`src/rtl/bbt_pkg.sv`:
```
package bbt_pkg;

    localparam int LEN_W = 11;

    typedef logic [LEN_W-1:0] blk_len_t;

    typedef enum logic [1:0] {
        XS_IDLE   = 2'd0,
        XS_ACTIVE = 2'd1,
        XS_HOLD   = 2'd2
    } xfer_state_e;

    typedef struct packed {
        logic wr_acc;
        logic rd_acc;
        logic blk_done;
    } byte_evt_t;

    function automatic int max_int(input int a, input int b);
        return (a > b) ? a : b;
    endfunction

endpackage

```
`src/rtl/bbt_byte_counter.sv`:
```
module bbt_byte_counter
    import bbt_pkg::*;
#(
    parameter int BUF_BYTES = 4096,
    parameter int OCC_W     = $clog2(BUF_BYTES + 1)
) (
    input  logic             clk,
    input  logic             rst,
    input  blk_len_t         blk_len,
    input  logic             card_wr,
    input  logic             host_rd,
    input  logic             rd_ok,
    output logic [OCC_W-1:0] occ,
    output blk_len_t         rd_in_blk,
    output byte_evt_t        evt
);

    localparam logic [OCC_W-1:0] FULL = OCC_W'(BUF_BYTES);

    logic len_zero;
    logic last_byte;

    always_comb begin
        len_zero     = (blk_len == '0);
        evt.wr_acc   = card_wr && !len_zero && (occ != FULL);
        evt.rd_acc   = host_rd && !len_zero && rd_ok;
        last_byte    = (rd_in_blk == blk_len - blk_len_t'(1));
        evt.blk_done = evt.rd_acc && last_byte;
    end

    always_ff @(posedge clk) begin
        if (rst) begin
            occ <= '0;
        end else begin
            case ({evt.wr_acc, evt.rd_acc})
                2'b10:   occ <= occ + OCC_W'(1);
                2'b01:   occ <= occ - OCC_W'(1);
                default: occ <= occ;
            endcase
        end
    end

    always_ff @(posedge clk) begin
        if (rst) begin
            rd_in_blk <= '0;
        end else if (evt.blk_done) begin
            rd_in_blk <= '0;
        end else if (evt.rd_acc) begin
            rd_in_blk <= rd_in_blk + blk_len_t'(1);
        end
    end

    p_occ_bound_r8: assert property (@(posedge clk) disable iff (rst)
        occ <= FULL);

    p_full_drop_r8: assert property (@(posedge clk) disable iff (rst)
        (occ == FULL && !evt.rd_acc) |=> occ == FULL);

    p_len0_hold_r7: assert property (@(posedge clk) disable iff (rst)
        (blk_len == '0) |=> $stable(occ));

    p_step_one_r2: assert property (@(posedge clk) disable iff (rst)
        (evt.wr_acc && !evt.rd_acc) |=> occ == $past(occ) + OCC_W'(1));

endmodule

```
`src/rtl/bbt_flag_gen.sv`:
```
module bbt_flag_gen
    import bbt_pkg::*;
#(
    parameter int BUF_BYTES = 4096,
    parameter int OCC_W     = $clog2(BUF_BYTES + 1)
) (
    input  logic             clk,
    input  logic             rst,
    input  blk_len_t         blk_len,
    input  logic [OCC_W-1:0] occ,
    input  blk_len_t         rd_in_blk,
    output logic             rd_ready,
    output logic             wr_ready,
    output logic             rd_irq
);

    localparam int AV_W = max_int(OCC_W, LEN_W) + 1;
    localparam logic [AV_W-1:0] CAP = AV_W'(BUF_BYTES);

    logic [AV_W-1:0] avail;
    logic [AV_W-1:0] space;
    logic [AV_W-1:0] need;
    logic            rd_ready_q;

    always_comb begin
        need     = AV_W'(blk_len);
        avail    = AV_W'(occ) + AV_W'(rd_in_blk);
        space    = CAP - AV_W'(occ);
        rd_ready = (need != '0) && (avail >= need);
        wr_ready = (need != '0) && (space >= need);
        rd_irq   = rd_ready && !rd_ready_q;
    end

    always_ff @(posedge clk) begin
        if (rst) rd_ready_q <= 1'b0;
        else     rd_ready_q <= rd_ready;
    end

    p_irq_single_r5: assert property (@(posedge clk) disable iff (rst)
        rd_irq |=> !rd_irq);

    p_irq_level_r5: assert property (@(posedge clk) disable iff (rst)
        (rd_ready && $past(rd_ready)) |-> !rd_irq);

endmodule

```
`src/rtl/bbt_xfer_ctrl.sv`:
```
module bbt_xfer_ctrl
    import bbt_pkg::*;
(
    input  logic      clk,
    input  logic      rst,
    input  byte_evt_t evt,
    input  logic      rd_cmd_end,
    input  logic      final_blk,
    input  logic      stop_gap,
    input  logic      cont_req,
    output logic      rd_active
);

    xfer_state_e state, state_nx;

    always_comb begin
        state_nx = state;
        unique case (state)
            XS_IDLE: begin
                if (rd_cmd_end) state_nx = XS_ACTIVE;
            end
            XS_ACTIVE: begin
                if (rd_cmd_end)                        state_nx = XS_ACTIVE;
                else if (evt.blk_done && final_blk)    state_nx = XS_IDLE;
                else if (evt.blk_done && stop_gap)     state_nx = XS_HOLD;
            end
            XS_HOLD: begin
                if (rd_cmd_end || cont_req) state_nx = XS_ACTIVE;
            end
            default: state_nx = XS_IDLE;
        endcase
    end

    always_ff @(posedge clk) begin
        if (rst) state <= XS_IDLE;
        else     state <= state_nx;
    end

    assign rd_active = (state == XS_ACTIVE);

    p_cmd_sets_r9: assert property (@(posedge clk) disable iff (rst)
        rd_cmd_end |=> rd_active);

    p_final_clear_r10: assert property (@(posedge clk) disable iff (rst)
        (rd_active && evt.blk_done && final_blk && !rd_cmd_end) |=> !rd_active);

    p_cont_resume_r11: assert property (@(posedge clk) disable iff (rst)
        (state == XS_HOLD && cont_req) |=> rd_active);

    p_idle_cont_r11: assert property (@(posedge clk) disable iff (rst)
        (state == XS_IDLE && cont_req && !rd_cmd_end) |=> !rd_active);

endmodule

```
`src/rtl/block_buf_tracker.sv`:
```
module block_buf_tracker
    import bbt_pkg::*;
#(
    parameter int BUF_BYTES = 4096
) (
    input  logic        clk,
    input  logic        rst,
    input  logic [10:0] blk_len,
    input  logic        card_wr,
    input  logic        host_rd,
    input  logic        rd_cmd_end,
    input  logic        final_blk,
    input  logic        stop_gap,
    input  logic        cont_req,
    output logic        rd_ready,
    output logic        wr_ready,
    output logic        rd_ready_irq,
    output logic        rd_active
);

    localparam int OCC_W = $clog2(BUF_BYTES + 1);

    logic [OCC_W-1:0] occ;
    blk_len_t         rd_in_blk;
    byte_evt_t        evt;

    bbt_byte_counter #(.BUF_BYTES(BUF_BYTES), .OCC_W(OCC_W)) u_cnt (
        .clk       (clk),
        .rst       (rst),
        .blk_len   (blk_len),
        .card_wr   (card_wr),
        .host_rd   (host_rd),
        .rd_ok     (rd_ready),
        .occ       (occ),
        .rd_in_blk (rd_in_blk),
        .evt       (evt)
    );

    bbt_flag_gen #(.BUF_BYTES(BUF_BYTES), .OCC_W(OCC_W)) u_flags (
        .clk       (clk),
        .rst       (rst),
        .blk_len   (blk_len),
        .occ       (occ),
        .rd_in_blk (rd_in_blk),
        .rd_ready  (rd_ready),
        .wr_ready  (wr_ready),
        .rd_irq    (rd_ready_irq)
    );

    bbt_xfer_ctrl u_ctrl (
        .clk        (clk),
        .rst        (rst),
        .evt        (evt),
        .rd_cmd_end (rd_cmd_end),
        .final_blk  (final_blk),
        .stop_gap   (stop_gap),
        .cont_req   (cont_req),
        .rd_active  (rd_active)
    );

    p_rd_gate_r8: assert property (@(posedge clk) disable iff (rst)
        (host_rd && !rd_ready) |=> $stable(occ));

    p_blk_hold_r4: assert property (@(posedge clk) disable iff (rst)
        (rd_ready && evt.rd_acc && !evt.blk_done) |=> rd_ready);

endmodule

```
`config.mk`:
```
export PLATFORM = sky130hd
export DESIGN_NAME = block_buf_tracker
export DESIGN_NICKNAME = d
export VERILOG_FILES = /design/src/rtl/bbt_pkg.sv /design/src/rtl/bbt_byte_counter.sv /design/src/rtl/bbt_flag_gen.sv /design/src/rtl/bbt_xfer_ctrl.sv /design/src/rtl/block_buf_tracker.sv
export SDC_FILE = /design/constraint.sdc
export NUM_CORES = 1
export LEC_CHECK = 0
export BUFFER_PORTS_ARGS = -buffer_cell sky130_fd_sc_hd__buf_4
export CORE_MARGIN = 1.5
export CORE_UTILIZATION = 54
export DETAILED_ROUTE_END_ITERATION = 8
export PLACE_DENSITY = 0.72
export REMOVE_ABC_BUFFERS = 1
export SLEW_MARGIN = 20
export SYNTH_ARGS = -nofsm -noshare
export SYNTH_HDL_FRONTEND = slang
export SYNTH_SLANG_ARGS = --single-unit
```
`constraint.sdc`:
```
create_clock -name clk -period 18.7 [get_ports clk]
set_input_delay 0.935 -clock clk [delete_from_list [all_inputs] [get_ports clk]]
set_output_delay 0.935 -clock clk [all_outputs]
set_load 0.005 [all_outputs]
```
Yosys cells after proc, flatten, opt, wreduce, memory -nomap -nowiden
Cells that the tools add are included.
Operators by class
  $add $sub $neg: 6
  order comparisons: 2
  eq/ne operators: 9
  mux-type cells: 7
  reductions and logical operators: 19
Operators with widths (count)
  >= comparator 14 x 11 -> 1 bit: 2
  one-hot mux 13 bit (2 select lines): 1
  adder 13 x 11 -> 14 bit: 1
  subtractor 13 x 13 -> 14 bit, first input constant: 1
  adder 13 x 1 -> 13 bit, second input constant: 1
  inequality test 13 bit, second input constant: 1
  subtractor 13 x 1 -> 13 bit, second input constant: 1
  adder 11 x 1 -> 11 bit, second input constant: 1
  == test 11 bit: 1
  logical NOT 11 bit: 1
  nonzero test 11 bit: 1
  subtractor 11 x 1 -> 11 bit, second input constant: 1
  logical AND 1 bit: 10
  two-way mux 2 bit: 5
  one-hot mux 2 bit (3 select lines): 1
  == test 2 x 1 -> 1 bit, second input constant: 2
  == test 2 bit, second input constant: 2
  inequality test 4 x 2 -> 1 bit, second input constant: 1
  AND reduction 3 bit: 1
  logical NOT 1 bit: 2
  logical NOT 2 bit: 1
  inequality test 2 x 1 -> 1 bit, second input constant: 1
  inequality test 2 bit, second input constant: 1
  nonzero test 2 bit: 1
  other kinds (2): 2
Storage, ports and cells
  bits in registers: 27
  input port bits: 19
  word-level logic and storage cells: 47

Longest topological paths before layout
  word-level depth: 10
  gate-level depth with buffers: 26
  gate-level depth less buffers: 25

Hierarchy
From an unflattened synthesis, not the netlist that was laid out.
Second synthesis, totals
  cell total of the unflattened synthesis: 421
  area total of the unflattened synthesis: 3385.7 µm²
By module, submodules not included
  bbt_byte_counter: instances 1, cells each 237, area each 1950.6 µm², sequential area each 480.5 µm²
  bbt_flag_gen: instances 1, cells each 171, area each 1318.8 µm², sequential area each 20.0 µm²
  bbt_xfer_ctrl: instances 1, cells each 13, area each 116.4 µm², sequential area each 40.0 µm²

Worst setup path after synthesis
Ideal clock, no wire load.
  path kind: reg-to-reg
  start point: register u_cnt.occ[0]
  end point: register u_cnt.occ[12]
  library setup time: 70 ps
  arrival: 6427 ps
  path slack: 12203 ps
  cell stages (with the launch flop): 27
  buffers on the path: 1
  cells stage by stage: dfxtp_1 -> ha_1 -> fa_1 -> a21o_1 -> a22oi_1 -> a21oi_1 -> a21o_1 -> a21oi_1 -> xnor2_1 -> ha_1 -> and3_1 -> and3_1 -> a2111oi_0 -> nand4b_1 -> o41ai_1 -> clkbuf_1 -> nor2_1 -> ha_1 -> fa_1 -> a21o_1 -> a21o_1 -> a2111oi_0 -> o31ai_1 -> o41ai_1 -> xor2_1 -> or3_1 -> a21oi_1
RTL lines
  start, declared: RTL line bbt_byte_counter.sv:13  | output logic [OCC_W-1:0] occ,
  start signal, assigned: RTL line bbt_byte_counter.sv:36  | 2'b10: occ <= occ + OCC_W'(1);
  start signal, assigned: RTL line bbt_byte_counter.sv:37  | 2'b01: occ <= occ - OCC_W'(1);

==> flow_summary_export.csv <==
group,metric,value,unit
outcome,status,"finished, final reports clean",
sta,tightest_slew,792,ps
final_layout,fin_cells,506,
setup_path,required,18930,ps
power_and_ir_drop,switching_share,0.313,
synthesis,yosysSeqAreaShare,0.163,
synthesis,synth_largest_area_cell,"ha_1",
synthesis,synth_edf_count,0,
floorplan,core_area,5920,µm²
power_and_ir_drop,powerDensity,37.5,nW/µm²
floorplan,ioPinCount,23,
sta,post-route-period-util,0.384,
route,ant_nets,0,
power_and_ir_drop,p_clk_frac,0.260,
route,first_pass_iters,4,
clock_tree,post_cts_resize_count,0,
final_layout,insertedDiodeCount,0,
global_route,grt_max_degree,22,
power_and_ir_drop,p_leak,0.00167,µW
power_and_ir_drop,vdd_ir_drop_max,0.0404,mV
clock_tree,post_cts_buffers,0,
final_layout,layout-drive-gt1-share,0.111,
placed_design,dp_hpwl,6.25,mm
global_route,gr-usage-all-layers,0.252,
power_and_ir_drop,seqPwrFrac,0.444,
clock_tree,clk_latency,290,ps
route,wl_per_cell,15.7,µm
placed_design,placedCellCount,502,
power_and_ir_drop,power.internal,92.0,µW
floorplan,rows,28,
sta,setup_viol,0,
route,vias,3073,
global_route,grt_pass1_wl,13.0,mm
floorplan,start_util,0.560,
setup_path,path_delay_family,"compound AO/OA/AOI/OAI gates",
placed_design,place_area,3530,µm²
final_layout,postLayoutCellArea,3570,µm²
setup_path,startpoint,"u_cnt.rd_in_blk[0]$_SDFFE_PP0P_",
setup_path,crit_top_cell,"a21o_1",
setup_path,worstPathMaxFanout,13,
clock_tree,postCtsHoldBufs,0,
sta,hold_viol,0,
sta,drv_slew,0,
final_layout,layout.nets,501,
sta,fmax,139,MHz
synthesis,synth_cell_type_count,55,
route,wirelength,7.93,mm
clock_tree,path_clk_slew,100,ps
clock_tree,clockBufferDepth,2,
synthesis,syn_area,3320,µm²
flow_run,cap_viol_max_count,0,
synthesis,synth.most_common_cell,"ha_1",
sta,hold_slack,552,ps
global_route,grt_pass1_vias,2747,
synthesis,synth.top_cell.area_share,0.181,
synthesis,async_reset_ff_frac,0,
synthesis,ys_top_cells_by_area,"ha_1 (18%), dfxtp_1 (16%), xnor2_1 (8.7%)",
global_route,grt_overflow,0,
synthesis,synthFlopType,"dfxtp_1",
clock_tree,clock-root-buffer,"clkbuf_8",
route,drt_iter0_markers,190,
setup_path,r2r-start,"u_cnt.rd_in_blk[0]$_SDFFE_PP0P_",
synthesis,synth.avg_cell_area,7.99,µm²
clock_tree,cts_made_buffers,3,
floorplan,die_y,81.4,µm
synthesis,netlist_instances,415,
setup_path,cp_num_buf_inv,0,
clock_tree,cts_sinks,27,
setup_path,slowest_delay,590,ps
route,vias_per_cell,6.07,
setup_path,slowest_stage,"a2111oi_0",
power_and_ir_drop,power_switching,42.0,µW
setup_path,critPathLaunchType,"flip-flop",
setup_path,cp-end-kind,"flip-flop",
placed_design,io_buffers,22,
worst_hold_path,min-delay-start,"u_ctrl.state[1]$_SDFFE_PP0P_",
synthesis,ys_seq_elements,27,
floorplan,die_area,6620,µm²
final_layout,syn_to_final_growth,7.77,%
power_and_ir_drop,p_total,134,µW
sta,setup_tns,0,ps
worst_hold_path,worst_hold_path_type,"flip-flop to flip-flop",
sta,min_period,7180,ps
sta,max_slew_margin,0.467,
placed_design,gp_congestion,0.861,
clock_tree,cts_tree,"built",
sta,rsz0062_at_grt,"no",
clock_tree,cts_htree_levels,1,
setup_path,arrival,7410,ps
synthesis,yosys_warnings,0,
synthesis,netlist_top_cells_count,"ha_1 (48), nor2_1 (37), xnor2_1 (33)",
sta,fin_worst_skew,6.24,ps
route,drc,0,
power_and_ir_drop,combPwrFrac,0.297,
global_route,antenna_found_initial,0,
floorplan,die_x,81.4,µm
setup_path,critical_path_class,"flip-flop to flip-flop",
-- per-stage QoR --
stage	utilization	worst slack, ps
floorplan	-	11880
global placement	0.596	11970
detailed placement	0.596	11770
CTS	0.604	11620
global route	0.604	11060
finish	0.604	11520
-- sequential cells by signal (all words and copies together), names as in the netlist --
register and count:
u_cnt.occ 13, u_cnt.rd_in_blk 11, u_ctrl.state 2, u_flags.rd_ready_q 1
-- kinds of logic (layout without fill, tap and decap cells) --
kind of cell | Yosys count | after routing | synth area share
simple gates | 144 | 144 | 0.240
compound gates | 112 | 112 | 0.226
buf+inv | 31 | 47 | 0.0404
mux | 7 | 7 | 0.0211
flops | 27 | 27 | 0.163
fa+ha+maj | 50 | 50 | 0.193
xor+xnor | 44 | 44 | 0.116
-- worst reg2reg max path: stages (launching register included) --
cell	delay [ps]
dfxtp_1	410
ha_1	260
fa_1	420
a21o_1	220
a22oi_1	230
a21oi_1	170
a21o_1	200
a21oi_1	170
xnor2_1	140
ha_1	270
and3_1	160
and3_1	190
a2111oi_0	590
nand4b_1	230
o41ai_1	380
nor2_1	80
ha_1	410
fa_1	490
a21o_1	190
a21o_1	200
a2111oi_0	590
o31ai_1	210
o41ai_1	340
xor2_1	130
or3_1	320
a21oi_1	130
-- layer usage --
layer | up-vias | track usage | wire [µm]
met5 | - | 0 | 0
met4 | 0 | 0.0534 | 70
met3 | 6 | 0.0247 | 274
met2 | 52 | 0.430 | 3770
met1 | 1434 | 0.340 | 3810
li1 | 1581 | - | -
-- cell type report --
| cell class | instances | area (µm²) |
|---|---|---|
| multi-input cells | 357 | 2640 |
| fillers | 557 | 2350 |
| flip-flops and latches | 27 | 541 |
| repair buffers | 24 | 180 |
| well taps | 75 | 93.8 |
| inverters | 19 | 71.3 |
| clock buffers | 3 | 41.3 |
| clock inverters | 1 | 5.00 |
-- worst paths after layout --
check	end	slack, ps	cells past startpoint
hold / removal	u_ctrl.state[1]$_SDFFE_PP0P_	550	2
hold reg to reg	u_ctrl.state[1]$_SDFFE_PP0P_	550	2
setup reg to reg	u_cnt.occ[12]$_SDFFE_PP0P_	11520	25
setup / recovery	u_cnt.occ[12]$_SDFFE_PP0P_	11520	25
-- cells in the final DEF, fill, tap and decap left out, drive strengths merged, types with 11 or more instances in the layout --
cell | netlist | routed
nand2 | 15 | 15
dfxtp | 27 | 27
ha | 48 | 48
inv | 19 | 19
o21ai | 20 | 20
a21o | 17 | 17
or4 | 12 | 12
nor4 | 11 | 11
xor2 | 11 | 11
a21oi | 40 | 40
buf | 4 | 24
nor2 | 37 | 37
xnor2 | 33 | 33
-- power groups by stage --
stage,clock network (µW),registers [µW],logic (µW)
6_report,34.8,59.5,39.7
3_5_place_dp,0,60.8,39.4
2_1_floorplan,0,60.5,27.2
4_1_cts,35.7,59.5,39.7
3_3_place_gp,0,60.8,38.5
5_1_grt,37.3,59.8,45.2
No activity file was read; power rests on OpenSTA's default activity.
